File: src/rtl/pal_pkg.sv
package pal_pkg;
  localparam int REG_W = 8;

  typedef enum logic [1:0] {
    HA_INDEX = 2'd0,
    HA_DATA  = 2'd1,
    HA_MASK  = 2'd2,
    HA_PAL   = 2'd3
  } host_slot_e;

  localparam logic [REG_W-1:0] IDX_PAGE  = 8'h1C;
  localparam logic [REG_W-1:0] IDX_MODE  = 8'h1E;
  localparam logic [REG_W-1:0] IDX_ID    = 8'h3F;
  localparam logic [REG_W-1:0] IDX_SWRST = 8'hFF;
  localparam logic [REG_W-1:0] ID_VALUE  = 8'h26;

  localparam int MODE_OVR_BIT = 2;
  localparam int MODE_W8_BIT  = 3;
endpackage

File: src/rtl/pal_regs.sv
module pal_regs
  import pal_pkg::*;
#(
  parameter int PW = 8
) (
  input  logic             clk,
  input  logic             rst,
  input  logic             host_wr,
  input  logic             host_rd,
  input  logic [1:0]       host_addr,
  input  logic [REG_W-1:0] host_wdata,
  output logic [PW-1:0]    mask_o,
  output logic [PW-1:0]    page_o,
  output logic [REG_W-1:0] index_o,
  output logic             width_ovr_o,
  output logic             width_sel_o,
  output logic [REG_W-1:0] reg_rdata_o
);
  logic [REG_W-1:0] mode_q;
  logic             data_wr;
  logic             sw_reset;
  logic [REG_W-1:0] ind_rdata;

  assign data_wr  = host_wr && (host_addr == HA_DATA);
  assign sw_reset = data_wr && (index_o == IDX_SWRST);

  always_ff @(posedge clk) begin
    if (rst) begin
      index_o <= '0;
      mask_o  <= '1;
      page_o  <= '0;
      mode_q  <= '0;
    end else if (sw_reset) begin
      mask_o  <= '1;
      page_o  <= '0;
      mode_q  <= '0;
    end else if (host_wr) begin
      unique case (host_addr)
        HA_INDEX: index_o <= host_wdata;
        HA_MASK:  mask_o  <= host_wdata[PW-1:0];
        HA_DATA: begin
          if (index_o == IDX_PAGE) page_o <= host_wdata[PW-1:0];
          if (index_o == IDX_MODE) mode_q <= host_wdata;
        end
        default: ;
      endcase
    end
  end

  always_comb begin
    unique case (index_o)
      IDX_PAGE: ind_rdata = REG_W'(page_o);
      IDX_MODE: ind_rdata = mode_q;
      IDX_ID:   ind_rdata = ID_VALUE;
      default:  ind_rdata = '0;
    endcase
  end

  always_ff @(posedge clk) begin
    if (rst) begin
      reg_rdata_o <= '0;
    end else if (host_rd) begin
      unique case (host_addr)
        HA_INDEX: reg_rdata_o <= index_o;
        HA_DATA:  reg_rdata_o <= ind_rdata;
        HA_MASK:  reg_rdata_o <= REG_W'(mask_o);
        default:  reg_rdata_o <= '0;
      endcase
    end
  end

  assign width_ovr_o = mode_q[MODE_OVR_BIT];
  assign width_sel_o = mode_q[MODE_W8_BIT];

  a_r7_id_fixed: assert property (@(posedge clk) disable iff (rst)
    (host_rd && host_addr == HA_DATA && index_o == IDX_ID) |=> (reg_rdata_o == ID_VALUE));

  a_r11_swreset_defaults: assert property (@(posedge clk) disable iff (rst)
    (host_wr && host_addr == HA_DATA && index_o == IDX_SWRST)
      |=> (mask_o == '1 && page_o == '0 && !width_ovr_o && !width_sel_o));

  a_r6_page_write: assert property (@(posedge clk) disable iff (rst)
    (host_wr && host_addr == HA_DATA && index_o == IDX_PAGE)
      |=> (page_o == $past(host_wdata[PW-1:0])));
endmodule

File: src/rtl/pal_addr_gen.sv
module pal_addr_gen #(
  parameter int PW    = 8,
  parameter int SEL_W = $clog2($clog2(PW) + 1)
) (
  input  logic [PW-1:0]    pix_i,
  input  logic [PW-1:0]    mask_i,
  input  logic [PW-1:0]    page_i,
  input  logic [SEL_W-1:0] plane_sel_i,
  output logic [PW-1:0]    addr_o
);
  localparam int CW = $clog2(PW) + 2;

  logic [CW-1:0] n_planes;
  assign n_planes = CW'(1) << plane_sel_i;

  for (genvar i = 0; i < PW; i++) begin : g_bit
    assign addr_o[i] = (CW'(i) >= n_planes) ? page_i[i] : (pix_i[i] & mask_i[i]);
  end

  always_comb begin
    if (n_planes < CW'(PW)) begin
      a_r4_top_from_page: assert (addr_o[PW-1] == page_i[PW-1]);
    end
  end
endmodule

File: src/rtl/pal_ram.sv
module pal_ram #(
  parameter int AW = 8,
  parameter int DW = 8,
  localparam int DEPTH = 1 << AW
) (
  input  logic          clk,
  input  logic          we,
  input  logic [AW-1:0] waddr,
  input  logic [DW-1:0] wdata,
  input  logic [AW-1:0] ra_addr,
  output logic [DW-1:0] ra_data,
  input  logic          rb_en,
  input  logic [AW-1:0] rb_addr,
  output logic [DW-1:0] rb_data
);
  logic [DW-1:0] mem [DEPTH];

  always_ff @(posedge clk) begin
    if (we) mem[waddr] <= wdata;
  end

  always_ff @(posedge clk) begin
    ra_data <= mem[ra_addr];
  end

  always_ff @(posedge clk) begin
    if (rb_en) rb_data <= mem[rb_addr];
  end
endmodule

File: src/rtl/pal_front.sv
module pal_front
  import pal_pkg::*;
#(
  parameter int PW    = 8,
  parameter int DW    = 8,
  parameter int SEL_W = $clog2($clog2(PW) + 1)
) (
  input  logic             clk,
  input  logic             rst,
  input  logic             host_wr,
  input  logic             host_rd,
  input  logic [1:0]       host_addr,
  input  logic [DW-1:0]    host_wdata,
  output logic [DW-1:0]    host_rdata,
  input  logic [PW-1:0]    pix_in,
  input  logic [SEL_W-1:0] plane_sel,
  input  logic             pin_8n6,
  output logic [DW-1:0]    lut_out,
  output logic             width8
);
  localparam int SH = DW - 6;

  logic [PW-1:0]    mask, page, lut_addr;
  logic [REG_W-1:0] index, reg_rdata;
  logic             width_ovr, width_sel, width_now;
  logic             pal_we, pal_re;
  logic [DW-1:0]    pal_wdata, pal_rdata;
  logic             rd_pal_q, rd_w8_q;

  pal_regs #(.PW(PW)) u_regs (
    .clk         (clk),
    .rst         (rst),
    .host_wr     (host_wr),
    .host_rd     (host_rd),
    .host_addr   (host_addr),
    .host_wdata  (host_wdata),
    .mask_o      (mask),
    .page_o      (page),
    .index_o     (index),
    .width_ovr_o (width_ovr),
    .width_sel_o (width_sel),
    .reg_rdata_o (reg_rdata)
  );

  pal_addr_gen #(.PW(PW), .SEL_W(SEL_W)) u_addr (
    .pix_i       (pix_in),
    .mask_i      (mask),
    .page_i      (page),
    .plane_sel_i (plane_sel),
    .addr_o      (lut_addr)
  );

  assign width_now = width_ovr ? width_sel : pin_8n6;
  assign pal_we    = host_wr && (host_addr == HA_PAL);
  assign pal_re    = host_rd && (host_addr == HA_PAL);
  assign pal_wdata = width_now ? host_wdata : (host_wdata << SH);

  pal_ram #(.AW(PW), .DW(DW)) u_ram (
    .clk     (clk),
    .we      (pal_we),
    .waddr   (index[PW-1:0]),
    .wdata   (pal_wdata),
    .ra_addr (lut_addr),
    .ra_data (lut_out),
    .rb_en   (pal_re),
    .rb_addr (index[PW-1:0]),
    .rb_data (pal_rdata)
  );

  always_ff @(posedge clk) begin
    if (rst) begin
      width8   <= 1'b0;
      rd_pal_q <= 1'b0;
      rd_w8_q  <= 1'b0;
    end else begin
      width8 <= width_now;
      if (host_rd) begin
        rd_pal_q <= pal_re;
        rd_w8_q  <= width_now;
      end
    end
  end

  assign host_rdata = rd_pal_q ? (rd_w8_q ? pal_rdata : (pal_rdata >> SH)) : reg_rdata;

  a_r8_pin_follow: assert property (@(posedge clk) disable iff (rst)
    !width_ovr |=> (width8 == $past(pin_8n6)));

  a_r8_override: assert property (@(posedge clk) disable iff (rst)
    width_ovr |=> (width8 == $past(width_sel)));
endmodule

File: config.mk
export PLATFORM = sky130hd
export DESIGN_NAME = pal_front
export DESIGN_NICKNAME = d
export VERILOG_FILES = /design/src/rtl/pal_pkg.sv /design/src/rtl/pal_regs.sv /design/src/rtl/pal_addr_gen.sv /design/src/rtl/pal_ram.sv /design/src/rtl/pal_front.sv
export SDC_FILE = /design/constraint.sdc
export NUM_CORES = 2
export LEC_CHECK = 0
export BUFFER_PORTS_ARGS = -buffer_cell sky130_fd_sc_hd__buf_2
export CORE_ASPECT_RATIO = 2
export CORE_UTILIZATION = 33
export DETAILED_ROUTE_END_ITERATION = 16
export PLACE_DENSITY = 0.52
export SYNTH_ARGS = -nofsm -noshare
export SYNTH_HDL_FRONTEND = slang
export SYNTH_SLANG_ARGS = --single-unit
File: constraint.sdc
create_clock -name clk -period 12.6 [get_ports clk]
set_clock_uncertainty 0.1 [all_clocks]
set_input_delay 1.89 -clock clk [delete_from_list [all_inputs] [get_ports clk]]
set_output_delay 1.89 -clock clk [all_outputs]
set_load 0.02 [all_outputs]
# Yosys cells after proc, flatten, opt, wreduce, memory -nomap -nowiden
# Memory sizes are Yosys's and may differ from the RTL's. A register that Yosys moved wholly into a read port is not among the register bits.
# Index checks and enable logic that the tools add are counted.
totals:
  ff_bits: 43
  ramBits: 2048
  output_inout_bits: 17
  word_cells: 60
  mem_count: 1
memory_table:
  columns: ["name", "depth", "width", "rd", "rd_clocked_by_memory_dff", "wr", "line", "source"]
  rows:
  - ["u_ram.mem", 256, 8, 2, 2, 1, "pal_ram.sv:16", "logic [DW-1:0] mem [DEPTH];"]
op_classes:
  n_lt_le_gt_ge: 8
  n_eq_ne: 7
  n_shift: 1
  mux: 16
  bitwise: 9
  n_reduce_logical: 10
ops:
  columns: ["operator", "n"]
  rows:
  - ["8-bit case mux with 3 select lines", 2]
  - ["8-bit two-way mux", 3]
  - ["3-bit by 5-bit greater-or-equal comparator with 1-bit output, first input constant", 4]
  - ["8-bit by 5-bit == test with 1-bit output, second input constant", 2]
  - ["1-bit two-way mux", 11]
  - ["1-bit by 5-bit greater-or-equal comparator with 1-bit output, first input constant", 2]
  - ["2-bit by 5-bit greater-or-equal comparator with 1-bit output, first input constant", 2]
  - ["3-bit AND reduction", 3]
  - ["1-bit AND", 8]
  - ["8-bit by 6-bit == test with 1-bit output, second input constant", 1]
  - ["8-bit == test, second input constant", 1]
  - ["1-bit by 2-bit << shifter with 5-bit output, first input constant", 1]
  - ["2-bit == test, second input constant", 2]
  - ["1-bit logical AND", 4]
  - ["2-bit by 1-bit == test with 1-bit output, second input constant", 1]
  - ["2-bit logical NOT", 1]
  - ["2-bit AND reduction", 1]
  - ["2-bit OR reduction", 1]
  - ["1-bit inverter", 1]

# Longest topological paths before layout
logic_depth:
  depth_word: 5
  ltp_mapped: 15
  ltp_nobuf: 8

# Cells and area by module
# Synthesis repeated with hierarchy kept, for this count alone.
unflattened:
  cells_unflattened: 5107
  area_unflattened_um2: 99386.6
by_module_without_submodules:
  columns: ["mod", "n_inst", "cells_per_inst", "area_each_um2", "seq_area_each_um2"]
  rows:
  - ["pal_ram", 1, 4847, 97053.1, 61899.4]
  - ["pal_regs", 1, 189, 1836.8, 800.8]
  - ["pal_front", 1, 47, 364.1, 60.1]
  - ["pal_addr_gen", 1, 24, 132.6, 0.0]

# Worst setup path after synthesis
# No wires, ideal clock.
synth_path:
  path_type: "in2reg"
  startpoint: "input port pin_8n6"
  endpoint: "memory u_ram.mem[0][0], data pin"
  setup_ns: 1.446
  arrival_ns: 8.367
  t_required_ns: 11.054
  path_slack_ns: 2.688
  cell_stages: 2
  n_path_buf: 0
  path_cell_list: "mux2i_1 nor2b_1"
synth_between:
  elab_chain_cells: 2
synth_rtl:
  columns: ["item", "line", "source"]
  rows:
  - ["from (decl)", "pal_front.sv:17", "input logic pin_8n6,"]
  - ["1-bit two-way mux", "pal_front.sv:53", "assign width_now = width_ovr ? width_sel : pin_8n6;"]
  - ["8-bit two-way mux", "pal_front.sv:56", "assign pal_wdata = width_now ? host_wdata : (host_wdata << SH);"]
  - ["via pal_wdata[0]", "pal_front.sv:27", "logic [DW-1:0] pal_wdata, pal_rdata;"]
  - ["to (decl)", "pal_ram.sv:16", null]
# The timed path passes the listed nets, and every way through them passes these cells.

# Worst setup path after layout
layout_path:
  startpoint: "input port plane_sel[1]"
  endpoint: "register u_ram.ra_data[2], read port of u_ram.mem"
layout_between:
  elab_chain_cells: 3
  elab_cells_between_ends: 17
layout_rtl:
  columns: ["item", "line", "source"]
  rows:
  - ["from (decl)", "pal_front.sv:16", "input logic [SEL_W-1:0] plane_sel,"]
  - ["1-bit by 2-bit << shifter with 5-bit output *", "pal_addr_gen.sv:14", "assign n_planes = CW'(1) << plane_sel_i;"]
  - ["1-bit by 5-bit greater-or-equal comparator with 1-bit output (tied with other cells)", "pal_addr_gen.sv:17", "assign addr_o[i] = (CW'(i) >= n_planes) ? page_i[i] : (pix_i[i] & mask_i[i]);"]
  - ["1-bit two-way mux", "pal_addr_gen.sv:17", null]
  - ["to (decl)", "pal_ram.sv:11", "output logic [DW-1:0] ra_data,"]
# Mark *: on every way between the ends. The rest lies on a longest branch, timed or not.
# A chain may end at the register's enable or synchronous reset.

==> summary.md <==
| Metric | Value |
|---|---|
| Run status | complete, but fails checks |
| Crit path launch type | input port |
| WS Path Type | in2reg |
| Initial drt markers | 9749 |
| GRT Resource Usage Total | 28.3% |
| Placeable core area | 301000 µm² |
| CTS sink count | 2107 |
| Final setup violation count | 0 |
| Max Transition Viols Final | 29 |
| First-pass GRT wire length | 587 mm |
| Post-Syn Area | 99900 µm² |
| Post-Syn Nets | 6452 |
| Syn Area/Cell | 15.5 µm² |
| CP Max Fanout | 67 |
| # nets final | 6431 |
| Vias in the first global route | 67000 |
| Syn. warnings | 0 |
| Top delay family on crit path | buffers and inverters |
| Synth area leaders | edfxtp_1, mux4_2, nand2_1, mux2i_1, nand3_1 |
| Critical path data arrival time | 7.13 ns |
| Cell taking the most area after synthesis | edfxtp_1 |
| Buffers on Ports | 41 |
| Achievable frequency | 0.154 GHz |
| ANT nets after route | 0 |
| Top Ports | 42 |
| Hold-fix buffer count after cts | 0 |
| Area grow syn2layout | 11.4% |
| Sw Share | 25.8% |
| Starting Density | 33.2% |
| Share of cells above drive strength 1 | 22.8% |
| Slowest stage delay, CP | 0.80 ns |
| P_leak | 34.0 nW |
| Switching power | 0.00397 W |
| Buf/Inv on CP | 3 |
| Seq. cell area | 62800 µm² |
| Gr ovfl total | 0 |
| Failing checks | max-capacitance violations, max-slew violations |
| Clk slew on worst S/H paths | 0.07 ns |
| Multi-input gate area | 34900 µm² |
| Critical path depth | 10 |
| WP data required | 13.24 ns |
| Final Cell Area | 111000 µm² |
| Hold Path Stages | 2 |
| Routed len/inst | 41.5 µm |
| CP dominant cell by count | buf_4 |
| Post-CTS Resized | 0 |
| Ys flop type | edfxtp_1 |
| Largest net degree at the start of global routing | 178 |
| Tmin final | 6.50 ns |
| Worst hold path class | reg2reg |
| Max cap viols | 5 |
| Dpl hpwl | 289 mm |
| Vias/cell | 6.39 |
| Detailed Routing Iterations Pass 1 | 8 |
| Hold Worst Slack | 0.390 ns |
| Internal power | 0.0114 W |
| Crit-path slowest cell | buf_4 |
| Endpoint class of the critical path | flip-flop |
| Yosys top cell area share | 61.8% |
| Synth cell count leaders | edfxtp_1, nand2_1, mux4_2 |
| Final Hold Fails | 0 |
| Full die area | 305000 µm² |
| #FFs+latches synth | 2107 |
| Worst-path cell chain | buf_2, or3b_4, nand2_8, buf_4, buf_4, mux4_2, mux2i_1, o2111ai_1, a211oi_1, a2bb2oi_1 |
| Most instantiated library cell after synthesis | edfxtp_1 |
| Crit share post-route | 51.6% |
| Placed inst area | 105000 µm² |
| CTS tree | built |
| Number of synthesized flops with an enable pin | 2056 |
| Tot Pwr | 0.0154 W |
| Power per cell area | 138 nW/µm² |
| Vias | 67700 |
| Fin worst setup slack | 6.10 ns |
| Clk root buf | clkbuf_16 |
| DRC errors left | 0 |
| Least-Margin Pin Slew | 1.63 ns |
| Combinational Power Share | 10.3% |
| CTS Buf Count | 189 |
| Pre-CTS WS | 5.10 ns |
| Final setup TNS | 0 ns |
| Distinct cell type count after synthesis | 79 |
| Clk pwr share | 39.1% |
| Seq/Total Area, Yosys | 62.8% |
| Share of power burned in registers | 50.6% |
| Row count | 285 |
| Routability cong. | 0.969 |
| DIE HEIGHT | 780 µm |
| Fill cells | 28200 |
| Post-synth ARST share | 0% |
| Die span in x | 391 µm |
| Max IR drop VDD | 0.108 mV |
| Clock Path Buffers | 4 |
| R2R cell count | 8 |
| H-tree levels | 4 |
| Final wirelength | 440 mm |
| Unrepaired setup endpoints after global routing | false |
| Antenna violations before repair | 39 |
| # Post-CTS Setup Buffers | 0 |
| Post-Syn Instances | 6427 |
| Relative slew margins | -9.20% |
| Worst skew pair latency | 0.90 ns |
cell type report:
class                   instances  area share (%)
flip-flops and latches       2107            56.4
multi-input cells            3786            31.3
well taps                    4018            4.51
clock buffers                 225            4.43
repair buffers                316            2.27
clock inverters               109            1.00
diodes                         27          0.0607
inverters                       6          0.0202
state kept, by name, summed over array words and instances (netlist names):
name                flops
u_ram.mem            2048
u_regs.mask_o           8
width8                  1
rd_pal_q                1
u_regs.index_o          8
u_ram.ra_data           8
rd_w8_q                 1
u_regs.mode_q           8
u_regs.page_o           8
u_regs.reg_rdata_o      8
u_ram.rb_data           8
path summary, 6_finish.rpt:
path / from / to / slack, ns
hold reg to reg: u_regs.reg_rdata_o[5] / u_regs.reg_rdata_o[5] / 0.39
hold / removal: u_regs.reg_rdata_o[5] / u_regs.reg_rdata_o[5] / 0.39
setup / recovery: plane_sel[1] / u_ram.ra_data[2] / 6.10
setup reg to reg: u_regs.index_o[0] / u_ram.rb_data[5] / 6.67
power by group through the flow:
| stage | clock network (W) | logic, W | registers (W) |
|---|---|---|---|
| finish | 0.00601 | 0.00159 | 0.00777 |
| global route | 0.00623 | 0.00159 | 0.00777 |
| CTS | 0.00604 | 0.00153 | 0.00777 |
| detailed placement | 0 | 0.00153 | 0.00793 |
| global placement | 0 | 0.00152 | 0.00793 |
| floorplan | 0 | 0.000818 | 0.00792 |
cells by family (layout without fill, tap and decap cells):
logic type	Yosys count	count (layout)	share of synthesized area [%]
flip-flops	2107	2107	62.8
buffers and inverters	534	656	2.70
AO/OA/AOI/OAI	682	682	5.12
multiplexers	1048	1048	20.5
AND/OR/NAND/NOR	2056	2056	8.89
other	0	27	0
cell usage in the layout (no fill, tap or decap), types with 31 or more instances in the layout:
master,count
edfxtp_1,2056
nand2_1,1066
mux4_2,796
nor2_1,335
nand3_1,335
buf_4,251
mux2i_1,223
clkbuf_16,192
a31oi_1,120
and3_1,117
a32oi_1,93
a211oi_1,69
a311oi_1,67
a21oi_1,56
nand4_1,52
o21ai_0,49
dfxtp_1,44
buf_2,43
a221oi_1,33
clkbuf_1,33
clkinv_1,33
nor2b_1,31
clkinv_2,31
through the flow:
| step | utilization (%) | std cells |
|---|---|---|
| after floorplan | - | 6427 |
| after CTS | 36.9 | 10600 |
| after global routing | 36.9 | 10600 |
| final | 37.0 | 10600 |
| after detailed placement | 34.9 | 10200 |
| after global placement | 34.9 | 10200 |
worst reg2reg max path: stages (launching register included):
cell and delay [ns]:
dfxtp_4 0.74, buf_12 0.44, buf_4 0.80, buf_4 0.60, mux4_2 0.61, mux4_2 0.54
mux2i_1 0.89, o31ai_1 0.34, a221o_1 0.57
layer usage:
metal	routed length, µm	vias to the layer above	global-route usage [%]
met3	37700	1566	5.79
met2	213000	4537	46.7
met5	224	-	0
met4	54200	28	29.2
li1	-	25900	-
met1	135000	35700	29.1
(Power assumes the default switching activity.)
